### src/rtl/pcm_tdm_pkg.sv
`timescale 1ns/1ps
package pcm_tdm_pkg;
   typedef enum logic {FRM_SHORT = 1'b0, FRM_LONG = 1'b1} frame_mode_e;
   typedef enum logic [1:0] {TX_IDLE, TX_ARM, TX_WAIT, TX_SHIFT} tx_state_e;
   typedef enum logic [1:0] {RX_IDLE, RX_SKIP, RX_CAPT} rx_state_e;
endpackage

### src/rtl/pcm_edge_sync.sv
`timescale 1ns/1ps
// Synchronizer chain followed by edge detection on the last stage.
module pcm_edge_sync #(
   parameter int STAGES = 2
) (
   input  logic clk,
   input  logic rst_n,
   input  logic din,
   output logic lvl,
   output logic rise,
   output logic fall
);
   if (STAGES < 2) begin : g_bad_stages
      $error("pcm_edge_sync: STAGES must be at least 2");
   end

   logic [STAGES-1:0] pipe;
   logic              prev;

   always_ff @(posedge clk or negedge rst_n) begin
      if (!rst_n) begin
         pipe <= '0;
         prev <= 1'b0;
      end else begin
         pipe <= {pipe[STAGES-2:0], din};
         prev <= pipe[STAGES-1];
      end
   end

   assign lvl  = pipe[STAGES-1];
   assign rise = pipe[STAGES-1] & ~prev;
   assign fall = ~pipe[STAGES-1] & prev;
endmodule

### src/rtl/pcm_frame_meter.sv
`timescale 1ns/1ps
// Counts falling bit-clock edges under the sync pulse and picks the framing.
module pcm_frame_meter
   import pcm_tdm_pkg::*;
#(
   parameter int SHORT_MAX  = 2,
   parameter int LONG_MAX   = 8,
   parameter bit RESET_LONG = 1'b0
) (
   input  logic        clk,
   input  logic        rst_n,
   input  logic        fs_lvl,
   input  logic        fs_rise,
   input  logic        fs_fall,
   input  logic        bclk_fall,
   output frame_mode_e mode
);
   localparam int CW = $clog2(LONG_MAX + 2);
   localparam logic [CW-1:0] SAT  = CW'(LONG_MAX + 1);
   localparam logic [CW-1:0] SMAX = CW'(SHORT_MAX);
   localparam logic [CW-1:0] LMAX = CW'(LONG_MAX);
   localparam frame_mode_e   MODE_AT_RESET = RESET_LONG ? FRM_LONG : FRM_SHORT;

   logic [CW-1:0] width_q;

   always_ff @(posedge clk or negedge rst_n) begin
      if (!rst_n) begin
         width_q <= '0;
      end else if (fs_rise) begin
         width_q <= '0;
      end else if (fs_lvl && bclk_fall && (width_q != SAT)) begin
         width_q <= width_q + 1'b1;
      end
   end

   always_ff @(posedge clk or negedge rst_n) begin
      if (!rst_n) begin
         mode <= MODE_AT_RESET;
      end else if (fs_fall) begin
         if ((width_q != '0) && (width_q <= SMAX)) begin
            mode <= FRM_SHORT;
         end else if ((width_q > SMAX) && (width_q <= LMAX)) begin
            mode <= FRM_LONG;
         end
      end
   end
endmodule

### src/rtl/pcm_tx_lane.sv
`timescale 1ns/1ps
// Transmit timeslot sequencer and shift register.
module pcm_tx_lane
   import pcm_tdm_pkg::*;
#(
   parameter int WORD_W = 8
) (
   input  logic              clk,
   input  logic              rst_n,
   input  logic              pd,
   input  logic              fs_rise,
   input  logic              bclk_lvl,
   input  logic              bclk_rise,
   input  logic              bclk_fall,
   input  frame_mode_e       mode,
   input  logic              load,
   input  logic [WORD_W-1:0] word_in,
   output logic              dx,
   output logic              active
);
   localparam int NW = $clog2(WORD_W + 1);
   localparam logic [NW-1:0] LAST = NW'(WORD_W);

   tx_state_e         state;
   logic [WORD_W-1:0] hold_q;
   logic [WORD_W-1:0] sh_q;
   logic [NW-1:0]     nsent_q;

   always_ff @(posedge clk or negedge rst_n) begin
      if (!rst_n) begin
         hold_q <= '0;
      end else if (load) begin
         hold_q <= word_in;
      end
   end

   always_ff @(posedge clk or negedge rst_n) begin
      if (!rst_n) begin
         state   <= TX_IDLE;
         sh_q    <= '0;
         nsent_q <= '0;
      end else if (pd) begin
         state   <= TX_IDLE;
         nsent_q <= '0;
      end else begin
         case (state)
            TX_IDLE: begin
               if (fs_rise) begin
                  if (mode == FRM_LONG) begin
                     if (bclk_lvl) begin
                        sh_q    <= hold_q;
                        nsent_q <= NW'(1);
                        state   <= TX_SHIFT;
                     end else begin
                        state <= TX_WAIT;
                     end
                  end else begin
                     state <= TX_ARM;
                  end
               end
            end
            TX_ARM: begin
               if (bclk_fall) state <= TX_WAIT;
            end
            TX_WAIT: begin
               if (bclk_rise) begin
                  sh_q    <= hold_q;
                  nsent_q <= NW'(1);
                  state   <= TX_SHIFT;
               end
            end
            TX_SHIFT: begin
               if (bclk_fall && (nsent_q == LAST)) begin
                  state   <= TX_IDLE;
                  nsent_q <= '0;
               end else if (bclk_rise && (nsent_q != LAST)) begin
                  sh_q    <= {sh_q[WORD_W-2:0], 1'b0};
                  nsent_q <= nsent_q + 1'b1;
               end
            end
            default: state <= TX_IDLE;
         endcase
      end
   end

   assign active = (state == TX_SHIFT);
   assign dx     = active & sh_q[WORD_W-1];
endmodule

### src/rtl/pcm_rx_lane.sv
`timescale 1ns/1ps
// Receive timeslot sequencer and deserializer.
module pcm_rx_lane
   import pcm_tdm_pkg::*;
#(
   parameter int WORD_W = 8
) (
   input  logic              clk,
   input  logic              rst_n,
   input  logic              pd,
   input  logic              fs_rise,
   input  logic              bclk_fall,
   input  frame_mode_e       mode,
   input  logic              dr_lvl,
   output logic [WORD_W-1:0] word_out,
   output logic              valid
);
   localparam int NW = $clog2(WORD_W + 1);
   localparam logic [NW-1:0] LAST_IDX = NW'(WORD_W - 1);

   rx_state_e         state;
   logic [WORD_W-1:0] sh_q;
   logic [NW-1:0]     nrecv_q;

   always_ff @(posedge clk or negedge rst_n) begin
      if (!rst_n) begin
         state    <= RX_IDLE;
         sh_q     <= '0;
         nrecv_q  <= '0;
         word_out <= '0;
         valid    <= 1'b0;
      end else begin
         valid <= 1'b0;
         if (pd) begin
            state   <= RX_IDLE;
            nrecv_q <= '0;
         end else begin
            case (state)
               RX_IDLE: begin
                  if (fs_rise) begin
                     nrecv_q <= '0;
                     state   <= (mode == FRM_LONG) ? RX_CAPT : RX_SKIP;
                  end
               end
               RX_SKIP: begin
                  if (bclk_fall) state <= RX_CAPT;
               end
               RX_CAPT: begin
                  if (bclk_fall) begin
                     sh_q <= {sh_q[WORD_W-2:0], dr_lvl};
                     if (nrecv_q == LAST_IDX) begin
                        word_out <= {sh_q[WORD_W-2:0], dr_lvl};
                        valid    <= 1'b1;
                        nrecv_q  <= '0;
                        state    <= RX_IDLE;
                     end else begin
                        nrecv_q <= nrecv_q + 1'b1;
                     end
                  end
               end
               default: state <= RX_IDLE;
            endcase
         end
      end
   end
endmodule

### src/rtl/pcm_pd_detect.sv
`timescale 1ns/1ps
// Declares power-down when the monitored clock sits high without a falling edge.
module pcm_pd_detect #(
   parameter int PD_CYCLES_SEL0 = 2048,
   parameter int PD_CYCLES_SEL1 = 4096
) (
   input  logic clk,
   input  logic rst_n,
   input  logic sel,
   input  logic mon_lvl,
   input  logic mon_fall,
   output logic pd
);
   localparam int PD_MAX = (PD_CYCLES_SEL0 > PD_CYCLES_SEL1) ? PD_CYCLES_SEL0 : PD_CYCLES_SEL1;
   localparam int PW     = $clog2(PD_MAX + 1);
   localparam logic [PW-1:0] LIM0 = PW'(PD_CYCLES_SEL0 - 1);
   localparam logic [PW-1:0] LIM1 = PW'(PD_CYCLES_SEL1 - 1);

   logic [PW-1:0] quiet_q;
   logic [PW-1:0] limit;

   assign limit = sel ? LIM1 : LIM0;

   always_ff @(posedge clk or negedge rst_n) begin
      if (!rst_n) begin
         quiet_q <= '0;
         pd      <= 1'b0;
      end else if (mon_fall || !mon_lvl) begin
         quiet_q <= '0;
         pd      <= 1'b0;
      end else if (quiet_q >= limit) begin
         pd <= 1'b1;
      end else begin
         quiet_q <= quiet_q + 1'b1;
      end
   end
endmodule

### src/rtl/pcm_tdm_port.sv
`timescale 1ns/1ps
// PCM TDM serial port: oversampled inputs, framing detection, tx/rx lanes.
module pcm_tdm_port
   import pcm_tdm_pkg::*;
#(
   parameter int WORD_W         = 8,
   parameter int SYNC_STAGES    = 2,
   parameter int SHORT_MAX      = 2,
   parameter int LONG_MAX       = 8,
   parameter bit RESET_LONG     = 1'b0,
   parameter int PD_CYCLES_SEL0 = 2048,
   parameter int PD_CYCLES_SEL1 = 4096
) (
   input  logic              clk,
   input  logic              rst_n,
   input  logic              bclk_tx,
   input  logic              fs_tx,
   input  logic              bclk_rx,
   input  logic              fs_rx,
   input  logic              mclk_rx,
   input  logic              clk_sel,
   input  logic [WORD_W-1:0] tx_word,
   input  logic              tx_load,
   input  logic              dr_i,
   output logic              dx_o,
   output logic              dx_oe,
   output logic              tsx_n,
   output logic [WORD_W-1:0] rx_word,
   output logic              rx_valid,
   output logic              pd_o
);
   localparam int N_IN    = 6;
   localparam int IDX_BTX = 0;
   localparam int IDX_FTX = 1;
   localparam int IDX_BRX = 2;
   localparam int IDX_FRX = 3;
   localparam int IDX_DR  = 4;
   localparam int IDX_MCK = 5;
   localparam int N_DIR   = 2;

   if (WORD_W < 2) begin : g_bad_word
      $error("pcm_tdm_port: WORD_W must be at least 2");
   end
   if ((SHORT_MAX < 1) || (LONG_MAX <= SHORT_MAX)) begin : g_bad_frame
      $error("pcm_tdm_port: need 1 <= SHORT_MAX < LONG_MAX");
   end
   if ((PD_CYCLES_SEL0 < 2) || (PD_CYCLES_SEL1 < 2)) begin : g_bad_pd
      $error("pcm_tdm_port: power-down limits must be at least 2");
   end

   logic [N_IN-1:0] raw_v;
   logic [N_IN-1:0] lvl_v;
   logic [N_IN-1:0] rise_v;
   logic [N_IN-1:0] fall_v;

   assign raw_v = {mclk_rx, dr_i, fs_rx, bclk_rx, fs_tx, bclk_tx};

   for (genvar i = 0; i < N_IN; i++) begin : g_sync
      pcm_edge_sync #(.STAGES(SYNC_STAGES)) u_sync (
         .clk  (clk),
         .rst_n(rst_n),
         .din  (raw_v[i]),
         .lvl  (lvl_v[i]),
         .rise (rise_v[i]),
         .fall (fall_v[i])
      );
   end

   // Direction k uses bit clock at index 2k and frame sync at index 2k+1.
   frame_mode_e mode_v [N_DIR];

   for (genvar k = 0; k < N_DIR; k++) begin : g_meter
      pcm_frame_meter #(
         .SHORT_MAX (SHORT_MAX),
         .LONG_MAX  (LONG_MAX),
         .RESET_LONG(RESET_LONG)
      ) u_meter (
         .clk      (clk),
         .rst_n    (rst_n),
         .fs_lvl   (lvl_v[2*k+1]),
         .fs_rise  (rise_v[2*k+1]),
         .fs_fall  (fall_v[2*k+1]),
         .bclk_fall(fall_v[2*k]),
         .mode     (mode_v[k])
      );
   end

   logic btx_rise, btx_fall, mck_lvl, mck_fall, tx_active;

   assign btx_rise = rise_v[IDX_BTX];
   assign btx_fall = fall_v[IDX_BTX];
   assign mck_lvl  = lvl_v[IDX_MCK];
   assign mck_fall = fall_v[IDX_MCK];

   logic unused_edges;
   assign unused_edges = ^{lvl_v[IDX_BRX], rise_v[IDX_BRX], rise_v[IDX_DR],
                           fall_v[IDX_DR], rise_v[IDX_MCK], lvl_v[IDX_FTX] & 1'b0};

   pcm_pd_detect #(
      .PD_CYCLES_SEL0(PD_CYCLES_SEL0),
      .PD_CYCLES_SEL1(PD_CYCLES_SEL1)
   ) u_pd (
      .clk     (clk),
      .rst_n   (rst_n),
      .sel     (clk_sel),
      .mon_lvl (mck_lvl),
      .mon_fall(mck_fall),
      .pd      (pd_o)
   );

   pcm_tx_lane #(.WORD_W(WORD_W)) u_tx (
      .clk      (clk),
      .rst_n    (rst_n),
      .pd       (pd_o),
      .fs_rise  (rise_v[IDX_FTX]),
      .bclk_lvl (lvl_v[IDX_BTX]),
      .bclk_rise(btx_rise),
      .bclk_fall(btx_fall),
      .mode     (mode_v[0]),
      .load     (tx_load),
      .word_in  (tx_word),
      .dx       (dx_o),
      .active   (tx_active)
   );

   assign dx_oe = tx_active;
   assign tsx_n = ~tx_active;

   pcm_rx_lane #(.WORD_W(WORD_W)) u_rx (
      .clk      (clk),
      .rst_n    (rst_n),
      .pd       (pd_o),
      .fs_rise  (rise_v[IDX_FRX]),
      .bclk_fall(fall_v[IDX_BRX]),
      .mode     (mode_v[1]),
      .dr_lvl   (lvl_v[IDX_DR]),
      .word_out (rx_word),
      .valid    (rx_valid)
   );
endmodule

### config.mk
export PLATFORM = sky130hd
export DESIGN_NAME = pcm_tdm_port
export DESIGN_NICKNAME = d
export VERILOG_FILES = /design/src/rtl/pcm_tdm_pkg.sv /design/src/rtl/pcm_edge_sync.sv /design/src/rtl/pcm_frame_meter.sv /design/src/rtl/pcm_tx_lane.sv /design/src/rtl/pcm_rx_lane.sv /design/src/rtl/pcm_pd_detect.sv /design/src/rtl/pcm_tdm_port.sv
export SDC_FILE = /design/constraint.sdc
export NUM_CORES = 1
export LEC_CHECK = 0
export BUFFER_PORTS_ARGS = -buffer_cell sky130_fd_sc_hd__buf_2
export CORE_MARGIN = 10
export CORE_UTILIZATION = 55
export CTS_BUF_LIST = sky130_fd_sc_hd__clkbuf_4 sky130_fd_sc_hd__clkbuf_8
export DETAILED_ROUTE_END_ITERATION = 8
export PLACE_DENSITY = 0.73
export SETUP_SLACK_MARGIN = 0.4
export SYNTH_ARGS = -nofsm -noshare
export SYNTH_HDL_FRONTEND = slang
export SYNTH_HIERARCHICAL = 1
export SYNTH_SLANG_ARGS = --single-unit
### constraint.sdc
create_clock -name clk -period 2.35 [get_ports clk]
set_clock_uncertainty 0.05 [all_clocks]
set_input_delay 0.1175 -clock clk [delete_from_list [all_inputs] [get_ports clk]]
set_output_delay 0.1175 -clock clk [all_outputs]
set_load 0.05 [all_outputs]
-- Word-level counts from Yosys, hierarchy flattened
Cells that the tools add are included.
- output and inout port bits: 13
- flip-flop bits (word level): 85
- mux-type cells: 52
- bitwise logic cells: 19
- reductions and logical operators: 33
- equal/unequal tests: 28
- add/sub/neg operators: 5
- $lt $le $gt $ge: 7
- operators by type and width (kind ; number):
    $mux W4 ; 15
    $mux W8 ; 6
    $mux W13 ; 2
    $mux W2 ; 12
    $pmux W8 S3 ; 1
    $add A4 B1 Y4 const B ; 4
    $add A13 B1 Y13 const B ; 1
    $ge A13 B13 Y1 ; 1
    $mux W12 ; 1
    $ne A3 B2 Y1 const B ; 4
    $ne A3 B3 Y1 const B ; 4
    $ne A4 B4 Y1 const B ; 3
    $pmux W4 S3 ; 1
    $reduce_and A4 Y1 ; 3
    $reduce_bool A4 Y1 ; 3
    $mux W1 ; 11
    $logic_and A1 B1 Y1 ; 10
    $not A1 Y1 ; 10
    $reduce_bool A2 Y1 ; 5
    $and A1 B1 Y1 ; 9
    $gt A4 B2 Y1 const B ; 2
    $le A4 B2 Y1 const B ; 2
    $le A4 B4 Y1 const B ; 2
    $ne A2 B2 Y1 const B ; 4
    18 further kinds ; 28

-- Longest topological paths before layout
- depth in word-level cells: 7
- gate-level depth with buffers: 7
- mapped depth without buffers: 6

-- Modules after synthesis
The synthesis kept the hierarchy.
- modules (own cells, without submodules) (module ; area an instance (sq um) ; seq. area each (sq um) ; cells each ; instances):
    pcm_tx_lane ; 1222.4 ; 550.5 ; 105 ; 1
    pcm_rx_lane ; 1008.5 ; 550.5 ; 75 ; 1
    pcm_pd_detect ; 794.5 ; 350.3 ; 86 ; 1
    pcm_frame_meter ; 331.6 ; 125.1 ; 35 ; 2
    pcm_edge_sync ; 90.1 ; 75.1 ; 5 ; 6
    pcm_tdm_port ; 3.8 ; 0.0 ; 1 ; 1

-- Worst setup path after synthesis
Ideal clock, no wire load.
- path type: register to register
- start point: reg u_tx.state[1]
- end point: reg u_tx.sh_q[1]
- buffers on the path: 1
- stages on the path, launching flop included: 6
- data required time: 2.175 ns
- path slack: 0.265 ns
- library setup time: 0.125 ns
- clock period less this slack: 2.085 ns
- arrival: 1.910 ns
- path through: dfrtp_1 -> ha_1 -> buf_2 -> a21boi_0 -> nand4b_2 -> mux2_2
- cells in the longest elaborated chain, start to end: 3
- elaborated cells between the ends (all ways): 12
- ends and longest elaborated chain (element ; line ; text):
    start, declared ; pcm_tx_lane.sv:24 ; tx_state_e state;
    start signal, assigned ; pcm_tx_lane.sv:39 ; state <= TX_IDLE;
    start signal, assigned ; pcm_tx_lane.sv:43 ; state <= TX_IDLE;
    start signal, assigned ; pcm_tx_lane.sv:53 ; state <= TX_SHIFT;
    $eq A2 B2 Y1 (*) ; n/a ;
    via dx_oe ; pcm_tdm_port.sv:26 ; output logic dx_oe,
    $ne A2 B2 Y1 (no source line), or another cell as far along ; n/a ;
    $reduce_and A8 Y1 (no source line) ; n/a ;
    end signal, assigned ; pcm_tx_lane.sv:51 ; sh_q <= hold_q;
    end signal, assigned ; pcm_tx_lane.sv:67 ; sh_q <= hold_q;
    end signal, assigned ; pcm_tx_lane.sv:77 ; sh_q <= {sh_q[WORD_W-2:0], 1'b0};
    end, declared ; pcm_tx_lane.sv:26 ; logic [WORD_W-1:0] sh_q;
The timed path passes the listed nets; every way through them passes the cells marked *.
A chain may end at the register's enable or synchronous reset.

-- Final worst setup path
- start point: reg u_pd.quiet_q[0]
- end point: reg u_pd.quiet_q[9]
- cells in the longest elaborated chain, start to end: 3
- elaborated cells between the ends (all ways): 5
- ends and longest elaborated chain (element ; line ; text):
    start, declared ; pcm_pd_detect.sv:19 ; logic [PW-1:0] quiet_q;
    start signal, assigned ; pcm_pd_detect.sv:34 ; quiet_q <= quiet_q + 1'b1;
    $add A13 B1 Y13 ; pcm_pd_detect.sv:34 ;
    $mux W13 ; pcm_pd_detect.sv:31 ; end else if (quiet_q >= limit) begin
    $mux W13 ; pcm_pd_detect.sv:28 ; end else if (mon_fall || !mon_lvl) begin
Several ways; a longest one is shown, not always the timed one. The select of a mux whose other input is x is not followed.

==> summary.md <==
| Metric | Value |
|---|---|
| Unrepaired setup endpoints after global routing | yes |
| Cell Area, Synth | 4180 um^2 |
| Input/output buffers | 30 |
| Initial antenna violation count | 0 |
| Core area | 7330 um^2 |
| GR Util All Layers | 0.137 |
| # clock sinks | 85 |
| CP max stage delay | 0.58 ns |
| Die height | 107 um |
| Clock latency on the worst-skew pair | between 0.3 and 0.4 ns |
| Max-cap violations | 0 |
| Met3 Wirelength | ~310 um |
| Tcrit/Tclk final | 0.821 |
| Worst Setup SP | u_pd/quiet_q[0]$_DFFE_PN0P_ |
| Synth Instances | about 360 |
| Largest net degree at the start of global routing | 47 |
| Fin util | 0.682 |
| Max Slew Vio Count | 0 |
| Status | complete, no violations |
| CP Cell Sequence | buf_6 > nand2_1 > or4_4 > or4b_4 > a21oi_2 |
| Setup violations, final | 0 |
| Row count | 31 |
| Gr ovfl total | 0 |
| Routed vias/inst | 5.56 |
| CTS tree | yes |
| Worst vdd ir | 401 uV |
| Max clock buf depth | 2 |
| Area Growth Syn to Fin | 19.5% |
| Crit. End Element | register |
| Crit path launch type | register |
| Final WL | 7.73 mm |
| Wl on met1 | 3.47 mm |
| Die ar. | roughly 11000 um^2 |
| Worst Path Required | 2.59 ns |
| Critical path class | reg -> reg |
| Worst hold path startpoint | tx_load |
| Antenna-violating nets left | 0 |
| Slowest-stage cell, CP | or4_4 |
| Clock root buffer | clkbuf_8 |
| PwrDens | 823 nW/um^2 |
| Final count of hold timing violations | 0 |
| First-pass GRT wire length | about 13 mm |
| Clock slew at reported path FFs | 0.09 ns |
| Total negative slack | 0 ns |
| Starting Density | 0.570 |
| Diodes inserted | 0 |
| TritonCTS Buffers | 9 |
| Post-Syn Area per Cell | 11.5 um^2 |
| Crit path max fanout | 8 |
| Worst-Margin Slew | between 0.5 and 0.6 ns |
| Number of global-route vias before repair | 2968 |
| Via Count | just under 3k |
| R2R setup slack | 0.42 ns |
| H-Tree Depth | 3 |
| Synthesized net count | slightly below 400 |
| Crit path DAT | 2.16 ns |
| Post-DR wirelength/cell | 14.5 um |
| Final min period | 1.93 ns |
| Rel. slew slack | 0.633 |
| Ys Warns | 6 |
| Met2 wire length | 3.85 mm |
| GP Congestion | roughly 0.87 |
| Hpwl dp | 5.20 mm |
| Initial DRC count | 145 |
| Total power | around 4.1 mW |
| Layout Nets | 464 |
| Worst R2R Start | u_pd/quiet_q[0]$_DFFE_PN0P_ |
| DR pass1 iterations | 4 |
| Highest routed layer | met4 |
| I/O pins | 31 |
| Leak | 2.21 nW |
| Layout cells sized above 1 | 0.323 |
| Worst min path class | in -> reg |
| Remaining DRCs | 0 |
| Chip width | 107 um |
| Fmax | 519 MHz |
| Fin Hold WS | 0.115 ns |
## final cells by class
class | instances | area [um^2]
clock buffers | 9 | 124
clock inverters | 7 | 75.1
fillers | 501 | 2330
inverters | 21 | 78.8
multi-input cells | 245 | 2000
flip-flops and latches | 85 | 2130
well taps | 99 | 124
repair buffers | 66 | 464
## power by group
part	leakage (nW)	switching [mW]	internal [mW]	total (mW)
clock network	0.0918	0.518	0.494	1.01
logic	1.03	0.567	0.627	1.19
registers	1.08	0.201	1.71	1.91
total	2.21	1.29	2.83	4.11
## path summary, 6_finish.rpt
kind	end	depth (start not counted)
worst max-delay path	u_pd/quiet_q[9]$_DFFE_PN0P_	5
worst min-delay path	u_tx/hold_q[5]$_DFFE_PN0P_	2
worst max register to register	u_pd/quiet_q[9]$_DFFE_PN0P_	5
worst min register to register	g_sync[3].u_sync/pipe[1]$_DFF_PN0_	0
max in group asynchronous	u_pd/quiet_q[1]$_DFFE_PN0P_	3
min in group asynchronous	u_rx/sh_q[6]$_DFFE_PN0P_	2
## timing repair
| action | in CTS | in global routing |
|---|---|---|
| endpoints found under the setup margin | 8 | 26 |
| resized for setup | 5 | 17 |
| endpoints found under the hold margin | 57 | 0 |
| hold buffers | 15 | 0 |
| pin swaps | 0 | 7 |
| buffers inserted | 3 | 7 |
## routing by layer
layer / GRT usage / vias to the layer above
met5: 0 / -
met4: 0.0561 / 0
met3: 0.0305 / 9
met2: 0.232 / 60
met1: 0.165 / 1443
li1: - / 1444
## metrics by stage
| stage | cells | setup slack (ns) | cell area, um^2 |
|---|---|---|---|
| 3_5_place_dp | 491 | 0.294 | 4480 |
| 5_1_grt | 532 | 0.363 | 5000 |
| 3_3_place_gp | 491 | 0.347 | 4480 |
| 4_1_cts | 525 | 0.391 | 4870 |
| 6_report | 532 | 0.422 | 5000 |
| 2_1_floorplan | 362 | 0.410 | 4180 |
## worst max-delay path, delay by kind of cell, from the launching register on
family / cells / cell delay, ns
AOI/OAI and AO/OA: 1 / 0.14
buffers and inverters: 1 / 0.13
DFF: 1 / 0.39
and+or+nand+nor: 3 / 1.17
## state kept, by name (all words and copies together), names as in the netlist
| register | count |
|---|---|
| g_meter.u_meter/mode | 2 |
| g_meter.u_meter/width_q | 8 |
| g_sync.u_sync/pipe | 12 |
| g_sync.u_sync/prev | 5 |
| u_pd/pd | 1 |
| u_pd/quiet_q | 13 |
| u_rx/nrecv_q | 4 |
| u_rx/sh_q | 7 |
| u_rx/state | 2 |
| u_rx/valid | 1 |
| u_rx/word_out | 8 |
| u_tx/hold_q | 8 |
| u_tx/nsent_q | 4 |
| u_tx/sh_q | 8 |
| u_tx/state | 2 |
## placed cells by master, fill, tap and decap left out, types with 3 or more instances in the layout
cell and count:
nor4_1 3, dlygate4sd3_1 15, buf_4 21, or4_1 3, mux2_4 8, o41ai_1 5
mux2i_1 10, mux2_2 31, or3_1 5, ha_1 13, ha_4 3, nand4_1 3
a21boi_0 3, nor3_1 4, nand2_1 17, a21oi_2 4, nor2b_1 9, a211oi_1 6
inv_1 20, nand3_1 9, dfrtp_1 83, a21oi_1 16, o21ai_0 15, buf_2 29
clkbuf_8 9, nand2b_1 6, nor2_1 21, clkinvlp_4 3, and2b_2 8, o31ai_1 3
Power figures use the tool's default switching activity.
